===== src/rtl/irq_vec_pkg.sv =====
package irq_vec_pkg;

  localparam int OP_W  = 8;
  localparam int VEC_W = 6;

  typedef enum logic [2:0] {
    SRC_NONE, SRC_TRAP, SRC_R75, SRC_R65, SRC_R55
  } src_e;

  typedef enum logic [1:0] {
    ST_IDLE, ST_ACK, ST_VEC
  } state_e;

  // strobes from control to datapath
  typedef struct packed {
    logic clrTrap;
    logic clr75;
    logic dropEn;
    logic loadFixed;
    src_e srcSel;
    logic loadOpcode;
  } strobe_t;

  // fixed vectors expressed in units of four bytes
  function automatic logic [VEC_W-1:0] fixedVec(input src_e s);
    logic [3:0] quad;
    case (s)
      SRC_TRAP: quad = 4'd9;
      SRC_R75:  quad = 4'd15;
      SRC_R65:  quad = 4'd13;
      SRC_R55:  quad = 4'd11;
      default:  quad = 4'd0;
    endcase
    return {quad, 2'b00};
  endfunction

endpackage


===== src/rtl/irq_vec_datapath.sv =====
module irq_vec_datapath
  import irq_vec_pkg::*;
#(
  parameter int ADDR_W = 16
) (
  input  logic              clk,
  input  logic              rstN,
  input  logic              trapIn,
  input  logic              rst75In,
  input  logic              rst65In,
  input  logic              rst55In,
  input  logic              intrIn,
  input  logic [2:0]        maskIn,
  input  logic              enSetIn,
  input  logic              enClrIn,
  input  logic              clr75In,
  input  logic [OP_W-1:0]   opIn,
  input  strobe_t           stb,
  output logic [4:0]        eligible,
  output logic [4:0]        pendingBits,
  output logic              intEnable,
  output logic              opOk,
  output logic [ADDR_W-1:0] vecAddr
);

  localparam int PAD_W = ADDR_W - VEC_W;

  logic trapPrev, trapLatch;
  logic r75Prev, r75Latch;
  logic enReg;
  logic [VEC_W-1:0] vecReg;

  always_ff @(posedge clk) begin
    if (!rstN) begin
      trapPrev  <= 1'b0;
      trapLatch <= 1'b0;
      r75Prev   <= 1'b0;
      r75Latch  <= 1'b0;
      enReg     <= 1'b0;
      vecReg    <= '0;
    end else begin
      trapPrev  <= trapIn;
      trapLatch <= (trapIn & ~trapPrev) | (trapLatch & ~stb.clrTrap);
      r75Prev   <= rst75In;
      r75Latch  <= (rst75In & ~r75Prev) | (r75Latch & ~(stb.clr75 | clr75In));
      if (stb.dropEn)    enReg <= 1'b0;
      else if (enSetIn)  enReg <= 1'b1;
      else if (enClrIn)  enReg <= 1'b0;
      if (stb.loadFixed)       vecReg <= fixedVec(stb.srcSel);
      else if (stb.loadOpcode) vecReg <= {opIn[5:3], 3'b000};
    end
  end

  assign pendingBits = {trapLatch, r75Latch, rst65In, rst55In, intrIn};
  assign eligible    = {trapLatch,
                        r75Latch & ~maskIn[2] & enReg,
                        rst65In  & ~maskIn[1] & enReg,
                        rst55In  & ~maskIn[0] & enReg,
                        intrIn   & enReg};
  assign opOk      = (opIn[7:6] == 2'b11) && (opIn[2:0] == 3'b111);
  assign intEnable = enReg;
  assign vecAddr   = {{PAD_W{1'b0}}, vecReg};

endmodule


===== src/rtl/irq_vec_ctrl.sv =====
module irq_vec_ctrl
  import irq_vec_pkg::*;
(
  input  logic       clk,
  input  logic       rstN,
  input  logic [4:0] eligible,
  input  logic       opOk,
  output strobe_t    stb,
  output logic       intaN,
  output logic       vecValid
);

  state_e state, stateNext;

  always_comb begin
    stateNext      = state;
    stb.clrTrap    = 1'b0;
    stb.clr75      = 1'b0;
    stb.dropEn     = 1'b0;
    stb.loadFixed  = 1'b0;
    stb.srcSel     = SRC_NONE;
    stb.loadOpcode = 1'b0;
    case (state)
      ST_IDLE: begin
        if (eligible[4]) begin
          stb.clrTrap = 1'b1; stb.loadFixed = 1'b1; stb.srcSel = SRC_TRAP;
          stateNext = ST_VEC;
        end else if (eligible[3]) begin
          stb.clr75 = 1'b1; stb.dropEn = 1'b1; stb.loadFixed = 1'b1;
          stb.srcSel = SRC_R75; stateNext = ST_VEC;
        end else if (eligible[2]) begin
          stb.dropEn = 1'b1; stb.loadFixed = 1'b1; stb.srcSel = SRC_R65;
          stateNext = ST_VEC;
        end else if (eligible[1]) begin
          stb.dropEn = 1'b1; stb.loadFixed = 1'b1; stb.srcSel = SRC_R55;
          stateNext = ST_VEC;
        end else if (eligible[0]) begin
          stb.dropEn = 1'b1;
          stateNext = ST_ACK;
        end
      end
      ST_ACK: begin
        if (opOk) begin
          stb.loadOpcode = 1'b1;
          stateNext = ST_VEC;
        end else begin
          stateNext = ST_IDLE;
        end
      end
      default: stateNext = ST_IDLE;
    endcase
  end

  always_ff @(posedge clk) begin
    if (!rstN) state <= ST_IDLE;
    else       state <= stateNext;
  end

  assign intaN    = (state != ST_ACK);
  assign vecValid = (state == ST_VEC);

endmodule


===== src/rtl/irq_vector_unit.sv =====
module irq_vector_unit
  import irq_vec_pkg::*;
#(
  parameter int ADDR_W = 16
) (
  input  logic              clk,
  input  logic              rstN,
  input  logic              trapIn,
  input  logic              rst75In,
  input  logic              rst65In,
  input  logic              rst55In,
  input  logic              intrIn,
  input  logic [2:0]        maskIn,
  input  logic              enSetIn,
  input  logic              enClrIn,
  input  logic              clr75In,
  input  logic [7:0]        opIn,
  output logic              irqPending,
  output logic              vecValid,
  output logic [ADDR_W-1:0] vecAddr,
  output logic              intaN,
  output logic [4:0]        pendingBits,
  output logic              intEnable
);

  strobe_t    stb;
  logic [4:0] eligible;
  logic       opOk;

  irq_vec_datapath #(.ADDR_W(ADDR_W)) u_dp (
    .clk(clk), .rstN(rstN), .trapIn(trapIn), .rst75In(rst75In),
    .rst65In(rst65In), .rst55In(rst55In), .intrIn(intrIn), .maskIn(maskIn),
    .enSetIn(enSetIn), .enClrIn(enClrIn), .clr75In(clr75In), .opIn(opIn),
    .stb(stb), .eligible(eligible), .pendingBits(pendingBits),
    .intEnable(intEnable), .opOk(opOk), .vecAddr(vecAddr)
  );

  irq_vec_ctrl u_ctrl (
    .clk(clk), .rstN(rstN), .eligible(eligible), .opOk(opOk),
    .stb(stb), .intaN(intaN), .vecValid(vecValid)
  );

  assign irqPending = |eligible;

endmodule


===== config.mk =====
export PLATFORM = sky130hd
export DESIGN_NAME = irq_vector_unit
export DESIGN_NICKNAME = d
export VERILOG_FILES = /design/src/rtl/irq_vec_pkg.sv /design/src/rtl/irq_vec_datapath.sv /design/src/rtl/irq_vec_ctrl.sv /design/src/rtl/irq_vector_unit.sv
export SDC_FILE = /design/constraint.sdc
export NUM_CORES = 1
export LEC_CHECK = 0
export CORE_MARGIN = 2
export CORE_UTILIZATION = 38
export DETAILED_ROUTE_END_ITERATION = 16
export PLACE_DENSITY = 0.94
export SETUP_SLACK_MARGIN = 0.3
export SKIP_CTS_REPAIR_TIMING = 1
export SLEW_MARGIN = 0
export SYNTH_ARGS = -nofsm -noshare
export SYNTH_HDL_FRONTEND = slang
export SYNTH_SLANG_ARGS = --single-unit

===== constraint.sdc =====
create_clock -name clk -period 3.4 [get_ports clk]
set_input_delay 0.51 -clock clk [delete_from_list [all_inputs] [get_ports clk]]
set_output_delay 0.51 -clock clk [all_outputs]
set_load 0.01 [all_outputs]

==> flow_results.org, run 1 <==
** Setup path
- At the worst endpoint, the arrival time is 2140 ps.
- STA classifies the critical path endpoint as an output port.
- Crit Path Class :: in2out
- Worst path required time :: approximately 2900 ps
- Category of the worst setup path launch point :: input port
- In this run the worst path has a maximum fanout of 5.

** Cells and area
- After the last flow step, the layout net total stands at about 130.
- Cells fill between 50% and 60% of the core in the end.
- The repair_antennas step left the layout with diodes totalling 0.
- Leaving out fill and tap cells, the most frequent cell in the layout is sky130_fd_sc_hd__clkdlybuf4s50_1.
- The post-route netlist has between 10% and 20% of its cells at a drive strength greater than 1.
- After filler insertion, the fill cell instance count of the layout stands at about 170.
- Relative to the synthesized area, the layout overhead comes to 38.6%.
- Commonest non-fill, non-tap cells in the layout :: sky130_fd_sc_hd__clkdlybuf4s50_1, sky130_fd_sc_hd__conb_1, sky130_fd_sc_hd__dfxtp_1, sky130_fd_sc_hd__inv_1, sky130_fd_sc_hd__nor2b_1
- Leaving out filler cells and counting taps, the final layout contains between 100 and 150.

** Power and ir drop
- LEAKAGE :: 0.387 nW
- In this run the power density over the cells is around 350 mW/mm².
- In this run switching power makes up 28.7% of total power.
- Seq pwr share :: between 40% and 50%
- Worst ir drop on vdd :: between 0.0002 and 0.0003 V
- The internal power of the cells totals around 0.00024 W.
- Clock network power share :: a little over a quarter
- Per report_power, the combinational group accounts for 29.9% of the total.
- Net Switching :: 0.0000979 W

** Timing
- Setup violations, final :: 0
- Max Clock Freq :: about 380 MHz
- Min Clock Period, post-route :: ~2700 ps
- Number of endpoints with negative hold slack in the final report :: 0
- Between clock sinks in the finished design, the worst skew comes to between 4 and 5 ps.
- Portion of the clock cycle consumed by the worst path in the final layout :: between 70% and 80%
- Post-route setup slack :: between 700 and 800 ps
- Sum Neg Setup Slack :: 0 ps
- Final Max Tran Viols :: 0
- Setup repair after global routing left no endpoint under its margin.

** Placement
- Setup slack after placement :: 757 ps
- Placed cell count :: 131
- At the end of routability-driven placement, the weighted congestion stood at ~0.76.
- In this run the tool buffered the top-level ports with 33 buffer cells.
- Detailed placement ended at an HPWL of roughly 1.3 mm.

** Floorplanning
- The core region is between 0.0015 and 0.002 mm².
- Count of boundary I/O pins :: 46
- Horizontal extent of the die :: ~47 µm
- Die height :: roughly 47 µm
- Placement Rows :: 15
- Floorplan die area :: around 0.0022 mm²
- Initial Utilization :: between 40% and 50%

** GRT
- The number of antenna violations at the first check in global routing is 0.
- The first global-routing pass estimated 2.53 mm of wire.
- The via count of the first global-routing pass came to 606.
- Grt total ovfl :: 0
- Entering global routing, the biggest net connects 12 pins.
- Overall track demand over capacity in global routing :: about 17%

** Job
- Max_cap viols :: 0

** Min path
- Path class of the lowest-slack min-delay path :: reg2reg

** Synth
- Synth Flop Type :: sky130_fd_sc_hd__dfxtp_1
- The cell area that synthesis handed to floorplanning was approximately 710 µm².
- Total of flip-flops plus latches after synthesis :: 11
- Sequential cells were found to cover a little under a third of the synthesized design area.
- In this run the mean area of a mapped cell was 8.65 µm².
- Async set-reset flop share out of synthesis :: 0%
- Number of library cell types mapped by synthesis :: 34
- Counting flops with a built-in enable in the synthesized netlist gives 0.
- For this run, the number of Yosys warnings is 0.
- Number of cells produced by synthesis :: 82

** Route
- Detailed Routing Iterations Pass 1 :: 4
- DR vias :: approximately 600
- Final routed wire length divided by cell count :: between 10 and 15 µm
- Number of DRC markers in iteration 0 :: 12
- The detail route stage leaves a number of antenna-violating nets equal to 0.
- Number of vias per cell after detailed routing :: about 4.6
- In the routed design, unresolved DRC markers number 0.
- The final layout contains routed wiring with a total length of 1.55 mm.

** Clock network
- The longest clock path from root to sink contains 2 buffers.
- Root buffer cell :: sky130_fd_sc_hd__clkbuf_4
- Number of clock sinks :: 11
- The number of clock buffers added by TritonCTS is 3.
- Number of H-tree levels :: 1
- After clock tree synthesis, the clock-pin slew on the worst setup and hold paths is 70 ps.
- The later pin in the worst-skew pair is clocked with a latency of ~270 ps.
- CTS tree :: built

** Status
- The flow ran to the end, and the final reports show no timing, DRC or antenna violations.
-- registers in the layout, indices dropped and copies added (netlist names) --
name and count:
u_dp.intEnable 1, u_dp.trapPrev 1, u_ctrl.state 2, u_dp.r75Prev 1
u_dp.r75Latch 1, u_dp.trapLatch 1, u_dp.vecReg 4
-- power by group through the flow --
stage / Sequential [W] / Combinational, W / Clock [W]
6_report: 0.000147 / 0.000102 / 0.0000913
5_1_grt: 0.000150 / 0.000111 / 0.000101
4_1_cts: 0.000148 / 0.000103 / 0.0000941
3_5_place_dp: 0.000151 / 0.000102 / 0
3_3_place_gp: 0.000150 / 0.0000994 / 0
2_1_floorplan: 0.000151 / 0.0000630 / 0
-- worst max-delay path, cell delays in order --
cell                              delay (ps)
sky130_fd_sc_hd__clkdlybuf4s50_1         470
sky130_fd_sc_hd__nor2b_1                 320
sky130_fd_sc_hd__nor4_2                  130
sky130_fd_sc_hd__o21bai_1                150
sky130_fd_sc_hd__clkdlybuf4s50_1         570
-- routing by layer --
| metal | part of all wire (%) | global-route usage [%] | wire length [µm] | up-vias |
|---|---|---|---|---|
| met5 | 0 | 0 | 0 | - |
| met4 | 1.7 | 5.00 | 27 | 0 |
| met3 | 9.4 | 8.85 | 146 | 4 |
| met2 | 52 | 30.7 | 801 | 26 |
| met1 | 37 | 16.1 | 572 | 279 |
| li1 | - | - | - | 309 |
-- layout make-up --
class                   count  area [µm²]  area share (%)
clock buffers               3        22.5            2.29
clock inverters             1        5.00           0.509
inverters                   6        22.5            2.29
multi-input cells          56         352            35.8
flip-flops and latches     11         220            22.4
well taps                  25        31.3            3.18
repair buffers             33         330            33.6
-- synthesized netlist by cell type (2+ instances only) --
cell type / number / area [µm²]
sky130_fd_sc_hd__nand2_1: 4 / 15.0
sky130_fd_sc_hd__nor2b_1: 5 / 31.3
sky130_fd_sc_hd__a21oi_1: 3 / 15.0
sky130_fd_sc_hd__nand2b_1: 2 / 12.5
sky130_fd_sc_hd__inv_1: 6 / 22.5
sky130_fd_sc_hd__dfxtp_1: 11 / 220
sky130_fd_sc_hd__nor2_1: 4 / 15.0
sky130_fd_sc_hd__o21ai_0: 3 / 15.0
sky130_fd_sc_hd__buf_4: 17 / 128
sky130_fd_sc_hd__a31oi_1: 3 / 18.8
-- worst paths after layout --
check | slack, ps | startpoint | depth (start not counted) | endpoint
setup / recovery | 750 | rst65In | 5 | irqPending
hold / removal | 420 | u_dp.r75Prev | 1 | u_dp.r75Latch
setup reg to reg | 1970 | u_ctrl.state[1] | 4 | u_dp.vecReg[4]
hold reg to reg | 420 | u_dp.r75Prev | 1 | u_dp.r75Latch
-- cell families (layout without fill, tap and decap cells) --
kind of cell,Yosys count,after routing,share of synthesized area [%]
other,1,12,0.529
buffers and inverters,26,43,25.2
flip-flops,11,11,31.0
AND/OR/NAND/NOR,26,26,24.9
AO/OA/AOI/OAI,18,18,18.3
-- through the flow --
stage | power (W) | hold slack (ps) | area [µm²]
after global routing | 0.000362 | 447 | 983
final | 0.000341 | 421 | 983
after global placement | 0.000250 | 405 | 956
after detailed placement | 0.000253 | 414 | 956
after floorplan | 0.000214 | 399 | 751
after CTS | 0.000344 | 429 | 983
(Power assumes the default switching activity.)
==> run 2, diff against run 1 <==
--- a/config.mk
+++ b/config.mk
@@ -6,9 +6,9 @@
 export NUM_CORES = 1
 export LEC_CHECK = 0
 export CORE_MARGIN = 2
-export CORE_UTILIZATION = 38
+export CORE_UTILIZATION = 35
 export DETAILED_ROUTE_END_ITERATION = 16
-export PLACE_DENSITY = 0.94
+export PLACE_DENSITY = 0.88
 export SETUP_SLACK_MARGIN = 0.3
 export SKIP_CTS_REPAIR_TIMING = 1
 export SLEW_MARGIN = 0
==> constraint.sdc (replaced) <==
create_clock -name clk -period 2.6 [get_ports clk]
set_input_delay 0.39 -clock clk [delete_from_list [all_inputs] [get_ports clk]]
set_output_delay 0.39 -clock clk [all_outputs]
set_load 0.01 [all_outputs]
==> flow_results.org, run 2 (synthesized netlist as in run 1, its figures left out) <==
** Status
- The run finished with clean final reports.

** Power and ir drop
- Pwr dens :: about 440 mW/mm²
- LEAKAGE :: 0.411 nW
- The worst-case IR drop observed on VDD is between 0.0003 and 0.0004 V.
- Sum of internal, switching and leakage power :: between 0.0004 and 0.0005 W

** Clock network
- TritonCTS Buffers :: 3
- After clock tree synthesis, the clock-pin slew on the worst setup and hold paths is ~70 ps.
- For the worst-skew pair, the clock arrives at the later sink with an insertion delay of between 200 and 300 ps.
- Number of H-tree levels :: 1
- The tree is rooted in a sky130_fd_sc_hd__clkbuf_4.
- Number of clock sinks :: 11
- CTS tree :: built
- Maximum clock insertion buffer count :: 2

** Cells and area
- Leading cell type in the layout, fill and taps excluded :: sky130_fd_sc_hd__clkdlybuf4s50_1
- Register containing the most flip-flops in the final layout :: u_dp.vecReg
- Layout-stage area growth over the synthesis result :: 45.5%
- Leaving out fill and tap cells, the most frequent cells in the layout are sky130_fd_sc_hd__clkdlybuf4s50_1, sky130_fd_sc_hd__conb_1, sky130_fd_sc_hd__dfxtp_1, sky130_fd_sc_hd__inv_1.
- Net count, final :: 134
- Number of flip-flops in the largest register :: 4
- In the final layout, the share of cells above drive strength 1 is approximately 16%.
- In the final layout, the registers with the most flip-flops are u_dp.vecReg (4), u_ctrl.state (2).
- Final antenna diode count :: 0

** Timing
- Max Clock Freq :: between 400 and 500 MHz
- Setup repair after global routing left no endpoint under its margin.
- Final Max Tran Viols :: 0
- Setup violations, final :: 0
- Number of endpoints with negative hold slack in the final report :: 0
- The clock arrives with about 2.5 ps of skew.
- Portion of the clock cycle consumed by the worst path in the final layout :: 88.1%
- The worst path needs roughly 2300 ps of the cycle, external delays included.
- Adding up every negative setup slack in the final design gives 0 ps.

** Route
- Detailed Routing Iterations Pass 1 :: 4
- DRC violation count after routing :: 0
- Final routed wire length divided by cell count :: 12.9 µm
- After the first detailed-routing iteration, the DRC count stood at 7.
- The routed layout has around 650 vias.
- The detail route stage leaves a number of antenna-violating nets equal to 0.
- Wires add up to around 1.8 mm.
- Number of vias per cell after detailed routing :: between 4 and 5

** Floorplanning
- The die covers 0.00240 mm².
- Placeable core region :: approximately 0.0019 mm²
- For this configuration, the core starts out at a cell density of between 30% and 40%.
- From left edge to right edge, the die measures between 40 and 50 µm.
- The floorplan step set the die height to ~50 µm.
- In this run the core area contains 16 standard-cell rows.
- Count of boundary I/O pins :: 46

** Setup path
- STA puts the critical path data arrival time at roughly 1900 ps.
- Walking the worst path, the cells encountered are clkdlybuf4s50_1 -> nor2b_4 -> nor4_4 -> o21bai_1 -> clkdlybuf4s50_1.
- Worst path required time :: between 2000 and 2500 ps
- Category of the worst setup path launch point :: input port
- The number of buffers and inverters on the critical path is 2.
- In this design, the stage delay of the slowest critical-path cell is about 500 ps.
- The slowest stage of the critical path is the sky130_fd_sc_hd__clkdlybuf4s50_1 cell.
- The worst setup path is of the in2out kind.
- Grouping stages by cell kind, the critical path spends the most delay in buffers and inverters.
- The cell that appears most often on the critical path is sky130_fd_sc_hd__clkdlybuf4s50_1.
- The worst setup path is captured at an output port.
- Maximum net fanout on the critical path :: 3

** GRT
- Pin count of the biggest net entering global routing :: 12
- Grt total ovfl :: 0
- The via count of the first global-routing pass is 600.
- For this run, the total global-route usage over all layers was measured as around 15%.
- First-pass GRT wire length :: between 2 and 3 mm
- Number of antenna violations at the first check in global routing :: 0

** Min path
- Path class of the lowest-slack min-delay path :: reg2reg

** Placement
- The count of buffers added on input and output ports is 33.
- Final HPWL from detailed placement :: between 1 and 1.5 mm
- At the end of routability-driven placement, the weighted congestion stood at approximately 0.73.

** Job
- Max_cap viols :: 0
run 2: cell types whose count changed in the layout (fill, tap and decap cells not counted):
cell                      previous run  this run
sky130_fd_sc_hd__nor4_2              1         0
sky130_fd_sc_hd__nor2b_4             0         3
sky130_fd_sc_hd__buf_4               0         2
sky130_fd_sc_hd__nor4_4              0         1
sky130_fd_sc_hd__nor2b_1             5         2
run 2: worst paths after layout:
path | startpoint | endpoint | slack, ps | depth (start not counted)
setup / recovery | rst55In | irqPending | 310 | 5
hold / removal | u_dp.r75Prev | u_dp.r75Latch | 420 | 1
setup reg to reg | u_ctrl.state[1] | u_dp.vecReg[4] | 1120 | 4
hold reg to reg | u_dp.r75Prev | u_dp.r75Latch | 420 | 1
run 2: metal layers:
metal / up-vias / share of wire (%) / global-route usage (%)
met5: - / 0 / 0
met4: 0 / 3.0 / 2.86
met3: 4 / 8.1 / 7.67
met2: 38 / 53 / 26.5
met1: 297 / 36 / 14.7
li1: 313 / - / -
run 2: power by group:
part	internal (W)	switching, W	leakage (nW)	total [W]
logic	0.0000844	0.0000604	0.302	0.000145
registers	0.000182	0.0000120	0.0910	0.000194
clock network	0.0000570	0.0000585	0.0177	0.000115
total	0.000324	0.000131	0.411	0.000454
run 2: final cells by class:
| cell class | count | area, µm² |
|---|---|---|
| Clock buffer | 3 | 22.5 |
| Clock inverter | 1 | 5.00 |
| Fill cell | 187 | 910 |
| Inverter | 6 | 22.5 |
| Multi-Input combinational cell | 56 | 383 |
| Sequential cell | 11 | 220 |
| Tap cell | 27 | 33.8 |
| Timing Repair Buffer | 35 | 345 |
run 2: metrics by stage:
stage	worst slack, ps	hold slack [ps]	util [%]	cells	area [µm²]
floorplan	1200	399	-	93	751
global placement	265	405	49.4	133	958
detailed placement	120	416	49.4	133	958
CTS	117	430	50.8	137	986
global route	287	448	53.2	139	1030
finish	309	423	53.2	139	1030
